### config.mk
export PLATFORM = sky130hd
export DESIGN_NAME = bus_op_arbiter
export DESIGN_NICKNAME = d
export VERILOG_FILES = /design/src/rtl/bop_pkg.sv /design/src/rtl/bop_sp_order.sv /design/src/rtl/bop_chan.sv /design/src/rtl/bop_cop_ctrl.sv /design/src/rtl/bus_op_arbiter.sv
export SDC_FILE = /design/constraint.sdc
export NUM_CORES = 1
export LEC_CHECK = 0
export ABC_CLOCK_PERIOD_IN_PS = 2600
export BUFFER_PORTS_ARGS = -buffer_cell sky130_fd_sc_hd__buf_2
export CORE_AREA = 5 5 65 61
export CTS_CLUSTER_DIAMETER = 120
export DETAILED_ROUTE_END_ITERATION = 8
export DIE_AREA = 0 0 70 66
export PLACE_DENSITY = 0.75
export SYNTH_ARGS = -nofsm -noshare
export SYNTH_HDL_FRONTEND = slang
export SYNTH_SLANG_ARGS = --single-unit
### constraint.sdc
create_clock -name clk -period 2.6 [get_ports clk]
set_input_delay 0.13 -clock clk [delete_from_list [all_inputs] [get_ports clk]]
set_output_delay 0.13 -clock clk [all_outputs]
set_load 0.01 [all_outputs]
### src/rtl/bop_pkg.sv
package bop_pkg;
  typedef enum logic [1:0] {
    SP_CPU = 2'd0,
    SP_IO  = 2'd1,
    SP_CFG = 2'd2
  } sp_kind_e;

  localparam int NCLASS = 5;
endpackage

### src/rtl/bop_sp_order.sv
module bop_sp_order #(
  parameter int DEPTH = 4
) (
  input  logic       clk,
  input  logic       rst,
  input  logic       issue,
  input  logic [1:0] kind_in,
  input  logic       done,
  output logic       gnt,
  output logic [1:0] kind,
  output logic       full,
  output logic       busy_cpu,
  output logic       busy_iocfg,
  output logic       dp_cpu,
  output logic       dp_iocfg
);
  import bop_pkg::*;
  localparam int PW = (DEPTH > 1) ? $clog2(DEPTH) : 1;
  localparam int CW = $clog2(DEPTH + 1);

  logic [1:0]    mem [DEPTH];
  logic [PW-1:0] wp, rp;
  logic [CW-1:0] count, count_n;
  logic          push, pop;

  assign push    = issue && (count != CW'(DEPTH));
  assign pop     = gnt && done;
  assign count_n = count + CW'(push) - CW'(pop);

  always_ff @(posedge clk) begin
    if (push) mem[wp] <= kind_in;
  end

  always_ff @(posedge clk) begin
    if (rst) begin
      wp       <= '0;
      rp       <= '0;
      count    <= '0;
      gnt      <= 1'b0;
      kind     <= SP_CPU;
      full     <= 1'b0;
      dp_cpu   <= 1'b0;
      dp_iocfg <= 1'b0;
    end else begin
      count    <= count_n;
      full     <= (count_n == CW'(DEPTH));
      dp_cpu   <= pop && (kind == SP_CPU);
      dp_iocfg <= pop && (kind != SP_CPU);
      if (push) wp <= (wp == PW'(DEPTH - 1)) ? '0 : wp + 1'b1;
      if (pop) begin
        rp  <= (rp == PW'(DEPTH - 1)) ? '0 : rp + 1'b1;
        gnt <= 1'b0;
      end else if (!gnt && count != '0) begin
        gnt  <= 1'b1;
        kind <= mem[rp];
      end
    end
  end

  assign busy_cpu   = gnt && (kind == SP_CPU);
  assign busy_iocfg = gnt && (kind != SP_CPU);
endmodule

### src/rtl/bop_chan.sv
module bop_chan (
  input  logic clk,
  input  logic rst,
  input  logic req,
  input  logic block,
  input  logic done,
  output logic gnt,
  output logic dp
);
  always_ff @(posedge clk) begin
    if (rst) begin
      gnt <= 1'b0;
      dp  <= 1'b0;
    end else begin
      dp <= 1'b0;
      if (gnt && done) begin
        gnt <= 1'b0;
        dp  <= 1'b1;
      end else if (!gnt && req && !block) begin
        gnt <= 1'b1;
      end
    end
  end
endmodule

### src/rtl/bop_cop_ctrl.sv
module bop_cop_ctrl #(
  parameter int BLOCK_BYTES = 64,
  parameter int BEAT_BYTES  = 4,
  localparam int OW = $clog2(BLOCK_BYTES)
) (
  input  logic          clk,
  input  logic          rst,
  input  logic          en,
  input  logic          req,
  input  logic          rd,
  input  logic          beat,
  input  logic          done,
  input  logic          wr_hold,
  output logic          gnt,
  output logic          act,
  output logic          rej,
  output logic          dp,
  output logic [OW-1:0] off
);
  localparam logic [OW-1:0] STEP = OW'(BEAT_BYTES);
  logic [OW-1:0] off_n;

  assign off_n = (gnt && beat) ? off + STEP : off;

  always_ff @(posedge clk) begin
    if (rst) begin
      gnt <= 1'b0;
      act <= 1'b0;
      rej <= 1'b0;
      dp  <= 1'b0;
      off <= '0;
    end else begin
      rej <= req && rd && !act;
      dp  <= 1'b0;
      if (act && gnt && done) begin
        act <= 1'b0;
        gnt <= 1'b0;
        off <= '0;
        dp  <= 1'b1;
      end else if (act) begin
        off <= off_n;
        gnt <= !(wr_hold && off_n == '0);
      end else if (req && !rd && en && !wr_hold) begin
        act <= 1'b1;
        gnt <= 1'b1;
        off <= '0;
      end
    end
  end
endmodule

### src/rtl/bus_op_arbiter.sv
module bus_op_arbiter #(
  parameter int SP_DEPTH    = 4,
  parameter int BLOCK_BYTES = 64,
  parameter int BEAT_BYTES  = 4
) (
  input  logic       clk,
  input  logic       rst,
  input  logic       cop_en,
  input  logic       sp_issue,
  input  logic [1:0] sp_kind_in,
  input  logic       sp_done,
  output logic       sp_gnt,
  output logic [1:0] sp_kind,
  output logic       sp_full,
  input  logic       gdma_req,
  input  logic       gdma_wr,
  input  logic       gdma_done,
  output logic       gdma_gnt,
  input  logic       cop_req,
  input  logic       cop_rd,
  input  logic       cop_beat,
  input  logic       cop_done,
  output logic       cop_gnt,
  output logic       cop_rej,
  input  logic       ext_req,
  input  logic       ext_done,
  output logic       ext_gnt,
  output logic [4:0] busy,
  output logic [4:0] done_pulse
);
  localparam int OW = $clog2(BLOCK_BYTES);

  logic          busy_cpu, busy_iocfg, dp_cpu, dp_iocfg;
  logic          gdma_dp, cop_dp, ext_dp, cop_act;
  logic          gdma_is_wr, wr_hold, gdma_block;
  logic [OW-1:0] cop_off;

  assign wr_hold    = (gdma_req && gdma_wr && !gdma_gnt) || (gdma_gnt && gdma_is_wr);
  assign gdma_block = gdma_wr && cop_gnt;

  always_ff @(posedge clk) begin
    if (rst) gdma_is_wr <= 1'b0;
    else if (!gdma_gnt && gdma_req && !gdma_block) gdma_is_wr <= gdma_wr;
  end

  bop_sp_order #(.DEPTH(SP_DEPTH)) u_sp (
    .clk(clk), .rst(rst), .issue(sp_issue), .kind_in(sp_kind_in),
    .done(sp_done), .gnt(sp_gnt), .kind(sp_kind), .full(sp_full),
    .busy_cpu(busy_cpu), .busy_iocfg(busy_iocfg),
    .dp_cpu(dp_cpu), .dp_iocfg(dp_iocfg)
  );

  bop_chan u_gdma (
    .clk(clk), .rst(rst), .req(gdma_req), .block(gdma_block),
    .done(gdma_done), .gnt(gdma_gnt), .dp(gdma_dp)
  );

  bop_chan u_ext (
    .clk(clk), .rst(rst), .req(ext_req), .block(1'b0),
    .done(ext_done), .gnt(ext_gnt), .dp(ext_dp)
  );

  bop_cop_ctrl #(.BLOCK_BYTES(BLOCK_BYTES), .BEAT_BYTES(BEAT_BYTES)) u_cop (
    .clk(clk), .rst(rst), .en(cop_en), .req(cop_req), .rd(cop_rd),
    .beat(cop_beat), .done(cop_done), .wr_hold(wr_hold),
    .gnt(cop_gnt), .act(cop_act), .rej(cop_rej), .dp(cop_dp), .off(cop_off)
  );

  assign busy       = {ext_gnt, cop_act, gdma_gnt, busy_iocfg, busy_cpu};
  assign done_pulse = {ext_dp, cop_dp, gdma_dp, dp_iocfg, dp_cpu};
endmodule

==> qor.yml <==
status: "completed"
startpoint_type: "flip-flop"
dieArea_um2: 4620
critPathCaptureType: "flip-flop"
hold_path_class: "primary input to flip-flop"
syn2layout_area_growth_pct: 11.1
netlist-cell-type-count: 41
core_area_um2: 3250
period_share: 0.817
cts-root-buf: "clkbuf_4"
power_per_cell_area_nw_per_um2: 787
crit_chain: "nand2_1, inv_1, ha_1, inv_1, ha_1, fa_1, xnor2_1, xnor2_1, nor4_1"
rsz0062_at_grt: "false"
via_per_inst: 5.05
hpwl_um: 2230
drive_above_1_share: 0.277
start_util: 0.498
multiInputGateArea_um2: 722
clockPowerShare: 0.207
p_leak_nw: 0.770
grt_overflow_total: 0
post_cts_resized: 0
grt_pass1_wl_um: 5000
power_frac_seq: 0.495
syn_inst: 157
critPathSlowestCell: "fa_1"
cts.path.max_buffers: 2
relSlewSlack: 0.681
setup_tns_ps: 0
power.share.switching: 0.330
maxCapViolations: 0
grt_pass1_vias: 1171
io_pins: 34
final.setup_skew_ps: 4.14
hold_viol: 0
comb_power_share: 0.298
numCtsBuffers: 5
post_cts_buffers: 0
synthFlopType: "dfxtp_1"
slew_violations: 0
yosysTopAreaCellShare: 0.321
htreeDepth: 2
final.min_clock_period_ps: 2120
grt_use_total: 0.140
grt_max_degree: 23
seq_area_frac_synth: 0.469
place.gp.congestion: 0.776
yosys.area.top_type: "dfxtp_1"
first_pass_iters: 4
wl_um: 2890
tritoncts: "built"
ctsHoldBuffers: 0
setup_viol: 0
ir_drop_uv: 340
antenna_found_initial: 0
worst_pin_slew_ps: 476
intPower_w: 0.000950
drt_iter0_markers: 61
ys_warn_count: 0
stdcell_area_um2: 1800
synth_area_um2: 1620
crit_path_max_fanout: 8
p_switching_w: 0.000467
max_stage_delay_ps: 400
cts_sinks: 34
die_h_um: 66
drc_errors: 0
max_freq_mhz: 471
port_buffers: 33
fin_ws_ps: 475
pre_cts_ws_ps: 480
insertion_delay_ps: 320
critPathArrivalTime_ps: 2360
cp.required_ps: 2840
final_nets: 208
antenna-diode-count: 0
postRouteAntennaNets: 0
rows: 20
synth.most_common_cell: "dfxtp_1"
fillers: 307
place_area_um2: 1740
synthTopCellsByArea: "dfxtp_1, edfxtp_1, ha_1"
syn_nets: 182
clk_pin_slew_worst_paths_ps: 100
vias: 1152
netlist_top_cells_count: "dfxtp_1, nor2_1, nand2_1"
wire_per_inst_um: 12.7
async_reset_ff_frac: 0
seq_area_um2: 761
ys_ff_latch: 34
die_w_um: 70
crit_type: "flip-flop to flip-flop"
syn_area_per_cell_um2: 10.3
synth_edf_count: 8
[worst paths after layout]
kind / slack, ps / cells after the start / endpoint / startpoint
min: 20 / 1 / u_sp.mem[2][1] / sp_kind_in[1]
max: 480 / 9 / u_sp.full / u_sp.gnt
min reg2reg: 490 / 1 / u_sp.dp_cpu / u_sp.kind[1]
max reg2reg: 480 / 9 / u_sp.full / u_sp.gnt
[sequential cells by signal, indices dropped and copies added, names as in the netlist]
register	cells
u_sp.wp	2
u_sp.gnt	1
u_sp.dp_iocfg	1
u_cop.off	4
u_sp.mem	8
u_sp.full	1
u_ext.gnt	1
u_gdma.dp	1
u_sp.rp	2
u_cop.gnt	1
u_gdma.gnt	1
u_ext.dp	1
gdma_is_wr	1
u_sp.kind	2
u_sp.dp_cpu	1
u_cop.dp	1
u_sp.count	3
u_cop.rej	1
u_cop.act	1
[logic make-up (layout without fill, tap and decap cells)]
kind of cell	Yosys count	count (layout)	synth area share
AOI/OAI and AO/OA	23	23	0.116
DFF	34	34	0.469
buffers and inverters	24	51	0.0849
adders and majority gates	9	9	0.0741
and+or+nand+nor	58	58	0.188
muxes	5	5	0.0463
xor gates and xnor gates	4	4	0.0216
[layout by cell type, fill, tap and decap left out, types with 5 or more instances in the layout]
cell and instances:
a21oi_1 8, and2_1 7, buf_2 33, clkbuf_4 5, dfxtp_1 26, edfxtp_1 8, ha_1 8, inv_1 9
nand2_1 13, nor2_1 14, nor3_1 5, o21ai_0 5
[stage by stage]
| step | power [W] | cells | util | hold WS [ps] |
|---|---|---|---|---|
| after CTS | 0.00144 | 228 | 0.553 | 6.42 |
| after floorplan | 0.00103 | 157 | - | 208 |
| after detailed placement | 0.00114 | 220 | 0.535 | 356 |
| after global routing | 0.00154 | 228 | 0.553 | 2.14 |
| final | 0.00142 | 228 | 0.553 | 21.2 |
| after global placement | 0.00111 | 220 | 0.535 | 354 |
[area by class of cell]
cell class / count / share of cell area
flip-flops and latches: 34 / 0.423
multi-input cells: 99 / 0.401
repair buffers: 33 / 0.0917
clock buffers: 7 / 0.0306
well taps: 44 / 0.0306
inverters: 10 / 0.0208
clock inverters: 1 / 0.00278
[worst max-delay path, delay by kind of cell, from the launching register on]
| kind | cells | cell delay, ps |
|---|---|---|
| xor+xnor | 2 | 310 |
| fa+ha+maj | 3 | 860 |
| buf+inv | 2 | 140 |
| flops | 1 | 380 |
| simple gates | 2 | 340 |
[metal layers]
metal	global-route usage	wire length, µm	vias up
met3	0.0441	181	4
li1	-	-	585
met1	0.153	1250	526
met5	0	0	-
met4	0.0861	44	0
met2	0.237	1410	37
[power groups by stage]
stage	clock (W)	combinational (W)	sequential [W]
4_1_cts	0.000307	0.000430	0.000702
5_1_grt	0.000329	0.000494	0.000718
3_5_place_dp	0	0.000428	0.000715
6_report	0.000293	0.000423	0.000701
3_3_place_gp	0	0.000404	0.000707
2_1_floorplan	0	0.000328	0.000707
Power figures use the tool's default switching activity.
